===== config.mk =====
export PLATFORM = sky130hd
export DESIGN_NAME = fu_scoreboard
export DESIGN_NICKNAME = d
export VERILOG_FILES = /design/src/rtl/fusb_pkg.sv /design/src/rtl/fusb_iter_unit.sv /design/src/rtl/fusb_reg_track.sv /design/src/rtl/fu_scoreboard.sv
export SDC_FILE = /design/constraint.sdc
export NUM_CORES = 1
export LEC_CHECK = 0
export CORE_ASPECT_RATIO = 1.4
export CORE_MARGIN = 2
export CORE_UTILIZATION = 37
export DETAILED_ROUTE_END_ITERATION = 7
export GPL_ROUTABILITY_DRIVEN = 0
export GPL_TIMING_DRIVEN = 0
export HOLD_SLACK_MARGIN = 0.05
export SLEW_MARGIN = 20
export SYNTH_ARGS = -nofsm -noshare
export SYNTH_HDL_FRONTEND = slang
export SYNTH_SLANG_ARGS = --single-unit

===== constraint.sdc =====
create_clock -name clk -period 2.1 [get_ports clk]
set_input_delay 0.42 -clock clk [delete_from_list [all_inputs] [get_ports clk]]
set_output_delay 0.42 -clock clk [all_outputs]
set_load 0.01 [all_outputs]

===== src/rtl/fusb_pkg.sv =====
package fusb_pkg;

    localparam int LAT_W  = 7;   // holds counts up to 127
    localparam int NUNIT  = 3;

    typedef enum logic [3:0] {
        OP_ALU    = 4'd0,
        OP_LOAD   = 4'd1,
        OP_STORE  = 4'd2,
        OP_BRANCH = 4'd3,
        OP_MTHL   = 4'd4,
        OP_MFHL   = 4'd5,
        OP_XFER   = 4'd6,
        OP_IMUL   = 4'd7,
        OP_IMUL3  = 4'd8,
        OP_IDIV   = 4'd9,
        OP_FADD   = 4'd10,
        OP_FMUL   = 4'd11,
        OP_FDIV   = 4'd12,
        OP_FRSQ   = 4'd13,
        OP_RSV14  = 4'd14,
        OP_RSV15  = 4'd15
    } op_e;

    typedef enum logic [1:0] {
        U_INT  = 2'd0,
        U_FMUL = 2'd1,
        U_FDIV = 2'd2,
        U_NONE = 2'd3
    } unit_e;

    typedef struct packed {
        logic [LAT_W-1:0] lat;
        logic [LAT_W-1:0] occ;
        unit_e            unit;
    } op_info_t;

    function automatic op_info_t mk(int lat, int occ, unit_e u);
        op_info_t r;
        r.lat  = LAT_W'(lat);
        r.occ  = LAT_W'(occ);
        r.unit = u;
        return r;
    endfunction

    function automatic op_info_t decode_op(op_e op, logic dbl);
        case (op)
            OP_LOAD:   return mk(2, 0, U_NONE);
            OP_STORE:  return mk(1, 0, U_NONE);
            OP_BRANCH: return mk(3, 0, U_NONE);
            OP_MTHL:   return mk(3, 0, U_NONE);
            OP_MFHL:   return mk(1, 0, U_NONE);
            OP_XFER:   return mk(2, 0, U_NONE);
            OP_IMUL:   return dbl ? mk(9, 8, U_INT) : mk(5, 3, U_INT);
            OP_IMUL3:  return dbl ? mk(9, 8, U_INT) : mk(2, 0, U_NONE);
            OP_IDIV:   return dbl ? mk(68, 68, U_INT) : mk(36, 36, U_INT);
            OP_FADD:   return mk(4, 0, U_NONE);
            OP_FMUL:   return dbl ? mk(5, 2, U_FMUL) : mk(4, 1, U_FMUL);
            OP_FDIV:   return dbl ? mk(36, 36, U_FDIV) : mk(21, 21, U_FDIV);
            OP_FRSQ:   return dbl ? mk(68, 68, U_FDIV) : mk(38, 38, U_FDIV);
            default:   return mk(1, 0, U_NONE);
        endcase
    endfunction

endpackage


===== src/rtl/fusb_iter_unit.sv =====
module fusb_iter_unit #(
    parameter int CW = 7
) (
    input  logic          clk,
    input  logic          rst_n,
    input  logic          start,
    input  logic [CW-1:0] load_val,
    output logic          busy
);

    typedef struct packed {
        logic [CW-1:0] cnt;
    } iter_st_t;

    iter_st_t st_d, st_q;

    always_comb begin
        st_d = st_q;
        if (start)
            st_d.cnt = load_val;
        else if (st_q.cnt != '0)
            st_d.cnt = st_q.cnt - 1'b1;
    end

    always_ff @(posedge clk) begin
        if (!rst_n) st_q <= '0;
        else        st_q <= st_d;
    end

    assign busy = (st_q.cnt != '0);

    // a resource is only ever loaded once idle
    assert_start_idle_R8: assert property (@(posedge clk) disable iff (!rst_n)
        start |-> !busy);

    // occupancy drains by exactly one per cycle
    assert_count_down_R7: assert property (@(posedge clk) disable iff (!rst_n)
        (busy && !start) |=> (st_q.cnt == $past(st_q.cnt) - 1'b1));

endmodule


===== src/rtl/fusb_reg_track.sv =====
module fusb_reg_track #(
    parameter int NREG = 32,
    parameter int CW   = 7,
    localparam int IW  = $clog2(NREG)
) (
    input  logic            clk,
    input  logic            rst_n,
    input  logic            set,
    input  logic [IW-1:0]   set_idx,
    input  logic [CW-1:0]   set_lat,
    output logic [NREG-1:0] ready
);

    typedef struct packed {
        logic [NREG-1:0][CW-1:0] cnt;
    } trk_st_t;

    trk_st_t st_d, st_q;

    always_comb begin
        st_d = st_q;
        for (int i = 0; i < NREG; i++) begin
            if (set && (set_idx == IW'(i)) && (i != 0))
                st_d.cnt[i] = set_lat;
            else if (st_q.cnt[i] != '0)
                st_d.cnt[i] = st_q.cnt[i] - 1'b1;
        end
    end

    always_ff @(posedge clk) begin
        if (!rst_n) st_q <= '0;
        else        st_q <= st_d;
    end

    for (genvar g = 0; g < NREG; g++) begin : g_rdy
        assign ready[g] = (st_q.cnt[g] == '0);

        // a ready register only goes pending through an issue naming it
        assert_hold_ready_R10: assert property (@(posedge clk) disable iff (!rst_n)
            (ready[g] && !(set && set_idx == IW'(g))) |=> ready[g]);

        if (g != 0) begin : g_set
            assert_set_pending_R2: assert property (@(posedge clk) disable iff (!rst_n)
                (set && set_idx == IW'(g) && set_lat != '0) |=> !ready[g]);
        end
    end

endmodule


===== src/rtl/fu_scoreboard.sv =====
module fu_scoreboard #(
    parameter int NREG = 32,
    localparam int IW  = $clog2(NREG),
    localparam int CW  = fusb_pkg::LAT_W
) (
    input  logic            clk,
    input  logic            rst_n,
    input  logic            issue_valid,
    input  logic [3:0]      issue_op,
    input  logic            issue_dbl,
    input  logic [IW-1:0]   issue_dest,
    output logic            issue_accept,
    output logic [NREG-1:0] reg_ready,
    output logic            int_busy,
    output logic            fmul_busy,
    output logic            fdiv_busy
);
    import fusb_pkg::*;

    op_info_t         info;
    logic [NUNIT-1:0] unit_busy;
    logic [NUNIT-1:0] unit_start;
    logic             need_free;

    always_comb begin
        info         = decode_op(op_e'(issue_op), issue_dbl);
        need_free    = (info.unit != U_NONE) && unit_busy[info.unit];
        issue_accept = issue_valid && !need_free;
        for (int u = 0; u < NUNIT; u++)
            unit_start[u] = issue_accept && (info.unit == unit_e'(u));
    end

    for (genvar u = 0; u < NUNIT; u++) begin : g_unit
        fusb_iter_unit #(.CW(CW)) u_iter (
            .clk      (clk),
            .rst_n    (rst_n),
            .start    (unit_start[u]),
            .load_val (info.occ),
            .busy     (unit_busy[u])
        );
    end

    fusb_reg_track #(.NREG(NREG), .CW(CW)) u_track (
        .clk     (clk),
        .rst_n   (rst_n),
        .set     (issue_accept),
        .set_idx (issue_dest),
        .set_lat (info.lat),
        .ready   (reg_ready)
    );

    assign int_busy  = unit_busy[U_INT];
    assign fmul_busy = unit_busy[U_FMUL];
    assign fdiv_busy = unit_busy[U_FDIV];

    // register zero is never reported pending
    assert_r0_ready_R9: assert property (@(posedge clk) disable iff (!rst_n)
        reg_ready[0]);

    // an accepted iterative issue raises its busy flag next cycle
    assert_busy_after_start_R7: assert property (@(posedge clk) disable iff (!rst_n)
        unit_start[U_FDIV] |=> fdiv_busy);

endmodule


== Word level (Yosys, flattened, before mapping) ==
Index checks and enable logic that the tools add are counted.
Word-level totals
  output and inout port bits: 36
  bits in registers: 245
  word-level logic and storage cells: 334
Cells by class
  multiplexer cells: 77
  reductions and logical operators: 141
  $lt $le $gt $ge: 1
  add/sub/neg operators: 35
  equal/unequal tests: 45
Operator list (count)
  two-way mux 7 bit: 68
  nonzero test 7 bit: 35
  subtractor 7 x 1 -> 7 bit (second input constant): 35
  zero test 7 bit: 32
  one-hot mux 16 bit (9 select lines): 1
  equality test 5 bit (second input constant): 16
  nonzero test 2 bit: 34
  equality test 5 x 4 -> 1 bit (second input constant): 8
  logical AND 1 bit: 36
  two-way mux 16 bit: 2
  two-way mux 13 bit: 2
  equality test 4 bit (second input constant): 6
  equality test 5 x 3 -> 1 bit (second input constant): 4
  two-way mux 15 bit: 1
  equality test 4 x 3 -> 1 bit (second input constant): 3
  equality test 5 x 2 -> 1 bit (second input constant): 2
  two-way mux 10 bit: 1
  equality test 5 x 1 -> 1 bit (second input constant): 1
  equality test 4 x 1 -> 1 bit (second input constant): 1
  equality test 4 x 2 -> 1 bit (second input constant): 1
  OR reduction 2 bit: 2
  less-than comparator 2 x 3 -> 1 bit (second input constant): 1
  binary-select mux 1 bit (select 2 bit): 1
  equality test 2 x 1 -> 1 bit (second input constant): 1
  5 further kinds: 5

== Longest topological paths before layout ==
Gate-level depths: netlist of the first run.
  word-level depth: 10
  depth in mapped cells: 11

== Modules after synthesis ==
Synthesis of the first run repeated with hierarchy kept, for this count alone.
Second synthesis, totals
  cell total of the unflattened synthesis: 1821
  area, all modules: 14493.9 sq um
By module, submodules not included
  fusb_reg_track: area each 12796.0 sq um, cells each 1615, instances 1, seq. area each 4484.3 sq um
  fusb_iter_unit: area each 437.9 sq um, cells each 52, instances 3, seq. area each 140.1 sq um
  fu_scoreboard: area each 384.1 sq um, cells each 50, instances 1, seq. area each 0.0 sq um

== Least setup slack after synthesis of the first run ==
Ideal clock, no wire load.
  kind: register to register
  start: register g_unit[1].u_iter.st_q[0] in the netlist's numbering
  end: register u_track.st_q[148] in the netlist's numbering
  path buffers: 1
  cell stages (with the launch flop): 10
  slack: -215 ps
  arrival: 2198 ps
  cell sequence: dfxtp_1 inv_1 ha_1 or3b_4 nor4_4 inv_2 nor2_4 buf_4 o211ai_4 a32o_1
Between the ends
  word-level cells in the longest chain between the ends: 8
RTL lines
  start: declaration: RTL line fusb_iter_unit.sv:15  | iter_st_t st_d, st_q;
  start signal: assignment: RTL line fusb_iter_unit.sv:27  | else st_q <= st_d;
  nonzero test 7 bit *: RTL line fusb_iter_unit.sv:30  | assign busy = (st_q.cnt != '0);
  named net fmul_busy: RTL line fu_scoreboard.sv:15  | output logic fmul_busy,
  binary-select mux 1 bit (select 2 bit) *: RTL line fu_scoreboard.sv:27  | need_free = (info.unit != U_NONE) && unit_busy[info.unit];
  two-way mux 1 bit (not written as such) *: RTL line fu_scoreboard.sv:27
  logical AND 1 bit *: RTL line fu_scoreboard.sv:27
  zero test 1 bit *: RTL line fu_scoreboard.sv:28  | issue_accept = issue_valid && !need_free;
  logical AND 1 bit *: RTL line fu_scoreboard.sv:28
  logical AND 1 bit *: RTL line fusb_reg_track.sv:23  | if (set && (set_idx == IW'(i)) && (i != 0))
  two-way mux 7 bit / nonzero test 2 bit (equally long branches)
  end signal: assignment: RTL line fusb_reg_track.sv:32  | else st_q <= st_d;
  end: declaration: RTL line fusb_reg_track.sv:18  | trk_st_t st_d, st_q;
Mark *: on every way through the listed nets, which the timed path passes. The rest lies on a longest branch. The select of a mux whose other input is x is not followed.
A chain may end at the register's enable or synchronous reset.

== Worst setup path in the final report of the first run ==
  start: register g_unit[1].u_iter.st_q[1] in the netlist's numbering
  end: output issue_accept
Between the ends
  word-level cells in the longest chain between the ends: 6
RTL lines
  nonzero test 7 bit: RTL line fusb_iter_unit.sv:30
  binary-select mux 1 bit (select 2 bit): RTL line fu_scoreboard.sv:27
  two-way mux 1 bit (not written as such): RTL line fu_scoreboard.sv:27
  logical AND 1 bit: RTL line fu_scoreboard.sv:27
  zero test 1 bit: RTL line fu_scoreboard.sv:28
  logical AND 1 bit: RTL line fu_scoreboard.sv:28
  end: declaration: RTL line fu_scoreboard.sv:12  | output logic issue_accept,
No other way between the ends. The select of a mux whose other input is x is not followed.

==> results of run 1 <==
==> sequential cells by signal (all words and copies together) (netlist names) <==
name / flops
g_unit.u_iter.st_q: 21
u_track.st_q: 224
==> kinds of logic (layout without fill, tap and decap cells) <==
logic type,after synthesis,count (layout)
flops,245,245
xor+xnor,176,176
compound gates,232,232
fa+ha+maj,67,67
mux,127,127
simple gates,615,615
buf+inv,184,461
==> layout by cell type, fill, tap and decap left out, drive strengths merged, types with 31 or more instances in the layout <==
master / count
a32o: 49
and2: 33
buf: 244
clkbuf: 84
dfxtp: 245
ha: 67
inv: 114
mux2i: 127
nand2: 113
nand3: 105
nand3b: 33
nor2: 132
nor3: 101
nor4: 33
nor4b: 31
o21ai: 52
o2bb2ai: 31
xnor2: 103
xor2: 73
==> final timing paths <==
path,start,end,slack (ns),depth (start not counted)
setup / recovery,g_unit[1].u_iter.st_q[1],issue_accept,-0.62,8
hold / removal,issue_valid,g_unit[1].u_iter.st_q[1],0.46,3
setup reg to reg,g_unit[1].u_iter.st_q[1],u_track.st_q[43],-0.56,13
hold reg to reg,g_unit[1].u_iter.st_q[6],g_unit[1].u_iter.st_q[6],0.51,1
==> power by group through the flow <==
| stage | Combinational [mW] | Clock (mW) | Sequential, mW |
|---|---|---|---|
| 2_1_floorplan | 11.5 | 0 | 8.11 |
| 4_1_cts | 18.1 | 4.94 | 8.74 |
| 3_5_place_dp | 14.7 | 0 | 8.51 |
| 3_3_place_gp | 14.4 | 0 | 8.48 |
| 6_report | 19.5 | 4.86 | 9.10 |
| 5_1_grt | 21.5 | 5.12 | 9.35 |
==> timing repair <==
item	CTS	global route
gates cloned	9	1
setup endpoints to repair	274	257
pin swaps	126	79
setup buffers	145	45
resized for setup	313	166
==> through the flow <==
stage | utilization (%) | hold WS (ns) | cells
floorplan | - | 0.4258 | 1646
global placement | 40.71 | 0.4457 | 2213
detailed placement | 40.75 | 0.4548 | 2214
CTS | 48.49 | 0.4156 | 2411
global route | 50.27 | 0.4843 | 2445
finish | 50.27 | 0.4580 | 2445
==> cell type report <==
type | instances | area, µm² | share of cell area, %
sequential | 245 | 5005 | 25.79
buffer | 68 | 495.5 | 2.553
multi-input combinational | 1217 | 9828 | 50.64
inverter | 114 | 435.4 | 2.244
clock buffer | 33 | 705.7 | 3.636
tap | 522 | 653.1 | 3.365
timing repair buffer | 236 | 2128 | 10.97
clock inverter | 10 | 156.4 | 0.8059
==> worst max-delay path, cell delays in order (launching register included) <==
cell and delay (ns):
dfxtp_2 0.34, inv_2 0.06, ha_4 0.11, or3b_4 0.39, nor4_4 0.20, inv_2 0.09
or2_4 0.29, a21oi_4 0.16, buf_6 0.12
==> routing by layer <==
metal | global-route usage (%) | wire, µm | vias to the layer above
li1 | - | - | 6363
met1 | 26.10 | 18470 | 6526
met2 | 40.15 | 23550 | 334
met3 | 2.417 | 1929 | 143
met4 | 12.71 | 2639 | 0
met5 | 0 | 0 | -
==> metrics.md, run 1 <==
| Metric | Value |
|---|---|
| Final setup TNS | `-98.53 ns` |
| Share of cells above drive strength 1 | `around 27%` |
| Gr ovfl total | `0` |
| FP Rows | `between 80 and 90` |
| Vias per cell | `5.467` |
| Peak supply drop | `0.0006789 V` |
| Avg Cell Area, Syn | `8.833 µm²` |
| DRC | `0` |
| Max_slew headroom | `roughly 20%` |
| Worst-Margin Slew | `roughly 1.2 ns` |
| Multiplexer area fraction after synthesis | `approximately 9%` |
| Iteration-0 DRC Markers | `a little under 800` |
| Leakage | `roughly 8.4 nW` |
| Max-slew violation count | `0` |
| Final worst-path cycle share | `129.4%` |
| Place WS | `-1.262 ns` |
| XOR/XNOR Fraction of Synth Area | `between 10% and 20%` |
| Clk buf depth | `3` |
| CP arrival | `~2.3 ns` |
| Fmax | `roughly 370 MHz` |
| TritonCTS clock tree | `built` |
| Number of diodes | `0` |
| Top Ports | `49` |
| Clock sink total | `between 200 and 250` |
| Most common cell in the netlist | `dfxtp_1` |
| Area delta synth->final | `33.49%` |
| First-pass GRT wire length | `72.93 mm` |
| Initial core utilization | `a little under two fifths` |
| Simple-gate area share of the yosys netlist | `a little over a fifth` |
| Filler instances | `~3,500` |
| Largest net degree at the start of global routing | `15` |
| Largest family of logic cells by synthesized area | `simple AND/OR/NAND/NOR gates` |
| Yosys top cell area share | `about a third` |
| Max FO, Critical Path | `3` |
| WL final | `~47 mm` |
| Design Power | `roughly 33 mW` |
| Switching share of total power | `39.61%` |
| PD cells | `approximately 1700 nW/µm²` |
| H-tree levels | `1` |
| DIE WIDTH | `approximately 170 µm` |
| CP startpoint kind | `flop` |
| DR vias | `about 13,000` |
| Seq pwr share | `27.2%` |
| IO buf count | `45` |
| Total global-route track usage | `between 20% and 30%` |
| Die area | `~41,000 µm²` |
| Clock share of power | `around 14%` |
| Synth Area in Compound Gates | `between 10% and 20%` |
| Synth Register Bits | `~250` |
| Worst Skew | `about 0.012 ns` |
| Syn nets | `1,726` |
| Adder-cell share of the synthesized area | `under 10%` |
| Worst path required time | `about 1.7 ns` |
| Core area | `between 30,000 and 40,000 µm²` |
| Number of synthesized flops with an enable pin | `0` |
| Setup Crit Path Kind | `reg -> out` |
| Status | `complete, but fails checks` |
| Final hold vios | `0` |
| Final Instance Area | `19,410 µm²` |
| CP endpoint kind | `output port` |
| MaxCap Viol Count | `0` |
| Worst skew pair latency | `roughly 0.54 ns` |
| Initial antenna violation count | `0` |
| Cell Area, Placed | `around 16,000 µm²` |
| Routed Antenna Nets | `0` |
| Inserted Clock Buffers | `25` |
| Vias in the first global route | `13,608` |
| Post-synthesis sequential area ratio | `around a third` |
| WL/cell | `about 19 µm` |
| Post-route setup slack | `-0.6175 ns` |
| Die Y | `around 240 µm` |
| # setup viols final | `227` |
| Post-Syn Instances | `around 1,600` |
| Min-Delay Path Class | `in -> reg` |
| Area contributors post-synth | `dfxtp_1 (34%), mux2i_1 (8.7%), xnor2_1 (6.2%)` |
| Pint | `between 20 and 25 mW` |
| Cell taking the most area after synthesis | `dfxtp_1` |
| Cell variety after synth | `between 60 and 70` |
| Ys Warns | `0` |
| Post-synth ARST share | `0%` |
| HPWL after DPL | `~30 mm` |
| Combinational share of power | `58.3%` |
| Minimum clock period | `roughly 2.7 ns` |
| Clock transition at the registers of the reported paths | `0.07 ns` |
| RSZ-0062 raised after global routing | `yes` |
| Switching power | `approximately 13 mW` |
| Post-CTS Hold Buffers | `0` |
| Violated checks | `negative setup slack` |
| DR pass1 iterations | `5` |
| Synthesized cell area | `around 15,000 µm²` |
| Top_reg_cell synth | `dfxtp_1` |
| Fin nets | `1,987` |
| Commonest cells in the netlist | `dfxtp_1 (245), nor2_1 (131), mux2i_1 (127), inv_1 (113), nand2_1 (113)` |
| Root buffer cell | `clkbuf_16` |
(Power assumes the default switching activity.)
==> inputs of run 2 (changes only) <==
--- a/config.mk
+++ b/config.mk
@@ -5,6 +5,7 @@
 export SDC_FILE = /design/constraint.sdc
 export NUM_CORES = 1
 export LEC_CHECK = 0
+export CAP_MARGIN = 20
 export CORE_ASPECT_RATIO = 1.4
 export CORE_MARGIN = 2
 export CORE_UTILIZATION = 37
@@ -12,7 +13,8 @@
 export GPL_ROUTABILITY_DRIVEN = 0
 export GPL_TIMING_DRIVEN = 0
 export HOLD_SLACK_MARGIN = 0.05
-export SLEW_MARGIN = 20
+export SETUP_SLACK_MARGIN = 0.2
+export SLEW_MARGIN = 0
 export SYNTH_ARGS = -nofsm -noshare
 export SYNTH_HDL_FRONTEND = slang
 export SYNTH_SLANG_ARGS = --single-unit
==> metrics.md, run 2 (synthesized netlist as in run 1, its figures left out) <==
| Metric | Value |
|---|---|
| Fin nets | `2,066 (+4.0%)` |
| WL/cell | `19.02 µm (-0.22%)` |
| Max_slew headroom | `22.09% (+1.9 points)` |
| Status | `complete, but fails checks` |
| Largest net degree at the start of global routing | `14 (-1)` |
| Crit-path leading delay family | `simple AND/OR/NAND/NOR gates` |
| Max FO, Critical Path | `2 (-1)` |
| Violated checks | `negative setup slack` |
| Initial core utilization | `37.66% (unchanged)` |
| Area delta synth->final | `38.54%` |
| Routed Antenna Nets | `0 (unchanged)` |
| DR vias | `13,776 (+3.1%)` |
| Max-slew violation count | `0 (unchanged)` |
| Leakage | `8.883 nW (+5.2%)` |
| FP Rows | `85 (unchanged)` |
| H-tree levels | `1 (unchanged)` |
| Fmax | `365.2 MHz (-0.77%)` |
| Final worst-path cycle share | `130.4% (+1.0 points)` |
| Met2 Use GR | `41.49% (+1.3 points)` |
| Gr ovfl total | `0 (unchanged)` |
| Core area | `38,610 µm² (unchanged)` |
| CP arrival | `2.32 ns (+0.02 ns)` |
| Worst path required time | `1.68 ns (about the same)` |
| IO buf count | `45 (unchanged)` |
| Worst skew pair latency | `0.55 ns (about the same)` |
| Die Y | `238.5 µm (unchanged)` |
| Critical Path Max Stage Delay | `0.39 ns (about the same)` |
| HPWL after DPL | `29.26 mm (-0.47%)` |
| MaxCap Viol Count | `0 (unchanged)` |
| CP startpoint kind | `flop` |
| Slowest-stage cell, CP | `or3b_4` |
| DRC | `0 (unchanged)` |
| Min-Delay Path Class | `in -> reg` |
| Vias per cell | `5.454 (-0.24%)` |
| CP endpoint kind | `output port` |
| Area occupied by multi-input gates | `9743 µm² (-0.87%)` |
| Final hold vios | `0 (unchanged)` |
| CP bufs+invs | `4 (+1)` |
| Final core utilization | `52.17% (+1.9 points)` |
| GRT met3 Usage | `2.417% (unchanged)` |
| Worst-Margin Slew | `1.164 ns (-0.02661 ns)` |
| Largest regs | `u_track.st_q: 224 flops, g_unit.u_iter.st_q: 21 flops` |
| DIE WIDTH | `171.5 µm (unchanged)` |
| Worst Skew | `0.01069 ns (-0.001531 ns)` |
| Seq. cell area | `5044 µm² (+0.78%)` |
| Vias in the first global route | `14,026 (+3.1%)` |
| Number of diodes | `0 (unchanged)` |
| Clock transition at the registers of the reported paths | `0.06 ns (about the same)` |
| DR pass1 iterations | `5 (unchanged)` |
| Die area | `40,920 µm² (unchanged)` |
| Grt peak-use layer | `met2` |
| Share of cells above drive strength 1 | `31.79% (+4.9 points)` |
| Total global-route track usage | `22.82% (+0.24 points)` |
| Clock sink total | `245 (unchanged)` |
| TritonCTS clock tree | `built` |
| WL final | `48.04 mm (+3.1%)` |
| RSZ-0062 raised after global routing | `yes` |
| Post-route setup slack | `-0.6385 ns (-0.02097 ns)` |
| Met1 usage | `26.19% (+0.092 points)` |
| First-pass GRT wire length | `73.82 mm (+1.2%)` |
| Initial antenna violation count | `0 (unchanged)` |
| Minimum clock period | `2.738 ns (+0.02097 ns)` |
| # setup viols final | `238 (+4.8%)` |
| Root buffer cell | `clkbuf_16` |
| Hold WS | `0.4575 ns (-0.0004500 ns)` |
| Filler instances | `3,399 (-2.4%)` |
| Max reg flops | `224 (unchanged)` |
| CP Cell Sequence | `inv_2 > ha_4 > or3b_4 > nor4_4 > inv_2 > or2_1 > buf_6 > a21oi_4 > buf_2` |
| Iteration-0 DRC Markers | `919 (+18%)` |
| Commonest non-fill, non-tap cell in the layout | `buf_4` |
| Clk buf depth | `3 (unchanged)` |
| Most common cell on crit path | `inv_2` |
| Top Ports | `49 (unchanged)` |
| Commonest cells after routing, fill and taps aside | `buf_4 (219), dfxtp_1 (136), mux2i_1 (127), nor2_1 (121), nand2_1 (111)` |
| Setup Crit Path Kind | `reg -> out` |
| Largest reg by FF count | `u_track.st_q` |
| PD cells | `1783 nW/µm² (+3.5%)` |
| Peak supply drop | `0.0006740 V (-0.71%)` |
| Inserted Clock Buffers | `26 (+4.0%)` |
-- run 2: cell count changes in the layout (fill, tap and decap cells not counted), moves of 11 or more --
cell | previous run | this run
buf_12 | 24 | 13
buf_2 | 29 | 13
buf_4 | 143 | 219
buf_6 | 35 | 56
dfxtp_1 | 195 | 136
dfxtp_2 | 35 | 108
dfxtp_4 | 15 | 1
o2bb2ai_1 | 2 | 21
o2bb2ai_2 | 22 | 7
-- run 2: final timing paths --
kind / startpoint / endpoint / slack (ns) / cells past startpoint
min reg2reg: g_unit[1].u_iter.st_q[6] / g_unit[1].u_iter.st_q[6] / 0.48 / 1
max: g_unit[1].u_iter.st_q[0] / issue_accept / -0.64 / 9
max reg2reg: g_unit[1].u_iter.st_q[0] / u_track.st_q[126] / -0.58 / 14
min: issue_valid / g_unit[1].u_iter.st_q[1] / 0.46 / 3
-- run 2: area by class of cell --
cell class | instances | share of cell area [%]
plain buffers | 70 | 2.659
clock buffers | 39 | 3.827
clock inverters | 7 | 0.5591
well taps | 522 | 3.243
flip-flops and latches | 245 | 25.04
repair buffers | 312 | 14.16
multi-input cells | 1217 | 48.37
inverters | 114 | 2.137
-- run 2: routing by layer --
| metal | share of wire, % | routed length (µm) | vias to the layer above |
|---|---|---|---|
| li1 | - | - | 6516 |
| met1 | 39 | 18640 | 6710 |
| met2 | 51 | 24510 | 402 |
| met3 | 4.8 | 2288 | 148 |
| met4 | 5.4 | 2601 | 0 |
| met5 | 0 | 0 | - |
-- run 2: worst min-delay path, cell delays in order --
cell	delay [ns]
clkbuf_1	0.22
nand4_1	0.22
o32ai_2	0.10
-- run 2: where the power goes --
group          switching, mW  internal, mW  total [mW]
sequential              2.30          6.92        9.22
combinational           9.56          12.2        21.8
clock                   2.01          2.89        4.90
-- run 2: metrics by stage --
stage / cell area, µm² / setup slack, ns / total power [mW] / setup TNS, ns / instances
6_report: 20140 / -0.6385 / 35.91 / -102.69 / 2526
5_1_grt: 20140 / -0.7164 / 38.41 / -124.13 / 2526
4_1_cts: 19330 / -0.8020 / 34.09 / -134.07 / 2489
3_5_place_dp: 15750 / -1.314 / 23.23 / -239.29 / 2215
3_3_place_gp: 15740 / -1.291 / 22.88 / -236.31 / 2213
2_1_floorplan: 14630 / -0.1595 / 19.60 / -11.29 / 1646
-- run 2: what timing repair did --
item,CTS,global route
resized for setup,405,119
cloned,4,7
setup buffers,224,28
hold buffers,0,0
pin swaps,125,59
endpoints found under the setup margin,281,277
hold endpoints to repair,0,0
==> inputs of run 3 (changes only) <==
--- a/config.mk
+++ b/config.mk
@@ -18,3 +18,4 @@
 export SYNTH_ARGS = -nofsm -noshare
 export SYNTH_HDL_FRONTEND = slang
 export SYNTH_SLANG_ARGS = --single-unit
+export TNS_END_PERCENT = 50
==> metrics.md, run 3 (synthesized netlist as in run 1, its figures left out) <==
| Metric | Value |
|---|---|
| CP arrival | `2.30 ns (-0.02 ns)` |
| Min-Delay Path Class | `in -> reg` |
| Filler instances | `3,435 (+1.1%)` |
| Setup Crit Path Kind | `reg -> out` |
| PD cells | `1795 nW/µm² (+0.70%)` |
| Area delta synth->final | `36.20%` |
| Largest regs | `u_track.st_q: 224 flops, g_unit.u_iter.st_q: 21 flops` |
| Switching power | `13.57 mW (-2.2%)` |
| Violated checks | `negative setup slack` |
| Total stage count of the critical path | `9 (unchanged)` |
| Switching share of total power | `38.17% (-0.48 points)` |
| Initial core utilization | `37.66% (unchanged)` |
| Inserted Clock Buffers | `26 (unchanged)` |
| Iteration-0 DRC Markers | `862 (-6.2%)` |
| # setup viols final | `232 (-2.5%)` |
| Commonest non-fill, non-tap cell in the layout | `buf_4` |
| Die Y | `238.5 µm (unchanged)` |
| Fmax | `368.2 MHz (+0.82%)` |
| Commonest cells after routing, fill and taps aside | `buf_4 (220), dfxtp_1 (156), nor2_1 (129), mux2i_1 (126), nand2_1 (112)` |
| DR vias | `13,576 (-1.5%)` |
| Max FO, Critical Path | `2 (unchanged)` |
| Design Power | `35.55 mW (-1.0%)` |
| Final hold vios | `0 (unchanged)` |
| Hold WS | `0.4575 ns (-0.00001900 ns)` |
| CP Cell Sequence | `inv_2 > ha_4 > or3b_4 > nor4_4 > inv_2 > or2_1 > buf_6 > a21oi_4 > buf_6` |
| Vias in the first global route | `14,160 (+0.96%)` |
| FP Rows | `85 (unchanged)` |
| Final worst-path cycle share | `129.3% (-1.1 points)` |
| HPWL after DPL | `29.28 mm (about the same)` |
| Max-slew violation count | `0 (unchanged)` |
| Max reg flops | `224 (unchanged)` |
| Clock share of power | `14.8% (+1.1 points)` |
| Fin nets | `2,054 (-0.58%)` |
| Largest reg by FF count | `u_track.st_q` |
| H-tree levels | `1 (unchanged)` |
| Root buffer cell | `clkbuf_16` |
| DIE WIDTH | `171.5 µm (unchanged)` |
| DRC | `0 (unchanged)` |
| Max_slew headroom | `18.53% (-3.6 points)` |
| Routed Antenna Nets | `0 (unchanged)` |
| Core area | `38,610 µm² (unchanged)` |
| Top Ports | `49 (unchanged)` |
| Vias per cell | `5.394 (-1.1%)` |
| Place WS | `-1.253 ns (+0.06116 ns)` |
| Hold path depth | `3 (unchanged)` |
| Combinational share of power | `59.3% (-1.4 points)` |
| DR pass1 iterations | `7 (+2)` |
| CP startpoint kind | `flop` |
| Peak supply drop | `0.0005704 V (-15%)` |
| CP bufs+invs | `4 (unchanged)` |
| Initial antenna violation count | `1 (+1)` |
| Leakage | `8.730 nW (-1.7%)` |
| Minimum clock period | `2.716 ns (-0.02232 ns)` |
| TritonCTS clock tree | `built` |
| Pint | `21.98 mW (-0.23%)` |
| Worst path required time | `1.68 ns (about the same)` |
| Post-CTS Hold Buffers | `0 (unchanged)` |
| Post-route setup slack | `-0.6161 ns (+0.02232 ns)` |
| Dpl cells | `2,214 (-0.045%)` |
| Post-Layout Cell Count | `2,517 (-0.36%)` |
| Worst skew pair latency | `0.55 ns (about the same)` |
| Worst-Margin Slew | `1.215 ns (+0.05107 ns)` |
| CP endpoint kind | `output port` |
| Status | `complete, but fails checks` |
| Gr ovfl total | `0 (unchanged)` |
| Crit-path leading delay family | `simple AND/OR/NAND/NOR gates` |
| MaxCap Viol Count | `0 (unchanged)` |
| Share of cells above drive strength 1 | `29.74% (-2.0 points)` |
| Clk buf depth | `3 (unchanged)` |
| Die area | `40,920 µm² (unchanged)` |
| WL final | `46.70 mm (-2.8%)` |
| Clock transition at the registers of the reported paths | `0.06 ns (about the same)` |
| Largest net degree at the start of global routing | `14 (unchanged)` |
| Slowest-stage cell, CP | `or3b_4` |
| IO buf count | `45 (unchanged)` |
| WL/cell | `18.55 µm (-2.4%)` |
| Clock sink total | `245 (unchanged)` |
| Seq pwr share | `25.9% (+0.2 points)` |
| First-pass GRT wire length | `73.93 mm (+0.15%)` |
| Cell count of the worst reg-to-reg path | `15 (+1)` |
| Total global-route track usage | `22.77% (-0.051 points)` |
| Worst Skew | `0.01773 ns (+0.007040 ns)` |
| Critical Path Max Stage Delay | `0.39 ns (about the same)` |
| RSZ-0062 raised after global routing | `yes` |
[run 3: power groups by stage]
stage / Combinational, mW / Sequential [mW] / Clock (mW)
after floorplan: 11.5 / 8.11 / 0
after global placement: 14.4 / 8.48 / 0
after detailed placement: 14.7 / 8.50 / 0
after CTS: 20.3 / 9.05 / 5.36
after global routing: 23.2 / 9.44 / 5.54
final: 21.1 / 9.21 / 5.27
[run 3: timing repair]
| item | in CTS | in global routing |
|---|---|---|
| buffers inserted | 238 | 13 |
| resized for setup | 406 | 64 |
| endpoints found under the setup margin | 281 | 279 |
| pin swaps | 129 | 79 |
| cloned | 3 | 0 |
[run 3: tightest hold or removal path: cells and delay by family]
family	cells	cell delay, ns
AOI/OAI and AO/OA	1	0.10
buffers and inverters	1	0.21
and+or+nand+nor	1	0.21
[run 3: worst paths after layout]
check / endpoint / slack [ns] / startpoint
setup / recovery: issue_accept / -0.62 / g_unit[1].u_iter.st_q[1]
hold / removal: g_unit[1].u_iter.st_q[1] / 0.46 / issue_valid
hold reg to reg: g_unit[1].u_iter.st_q[6] / 0.48 / g_unit[1].u_iter.st_q[6]
setup reg to reg: u_track.st_q[19] / -0.56 / g_unit[1].u_iter.st_q[1]
[run 3: cell type report]
class,instances,area (µm²),share of cell area [%]
Timing Repair Buffer,300,2658,13.42
Inverter,114,432.9,2.186
Antenna cell,1,2.502,0.01264
Tap cell,522,653.1,3.298
Multi-Input combinational cell,1217,9587,48.41
Sequential cell,245,5039,25.45
Buffer,70,460.4,2.325
Clock inverter,10,202.7,1.024
Clock buffer,38,767.0,3.873
[run 3: per-layer routing]
metal	up-vias	GRT usage, %	wire length (µm)
li1	6499	-	-
met1	6592	25.81	18210
met2	351	41.62	24130
met3	134	2.401	2039
met4	0	11.71	2323
met5	-	0	0
[run 3: through the flow]
| stage | area [µm²] | utilization, % | TNS (ns) |
|---|---|---|---|
| after detailed placement | 15730 | 40.76 | -229.20 |
| final | 19800 | 51.29 | -97.76 |
| after global placement | 15720 | 40.71 | -228.52 |
| after global routing | 19800 | 51.29 | -123.90 |
| after floorplan | 14610 | - | -11.26 |
| after CTS | 19460 | 50.42 | -109.90 |
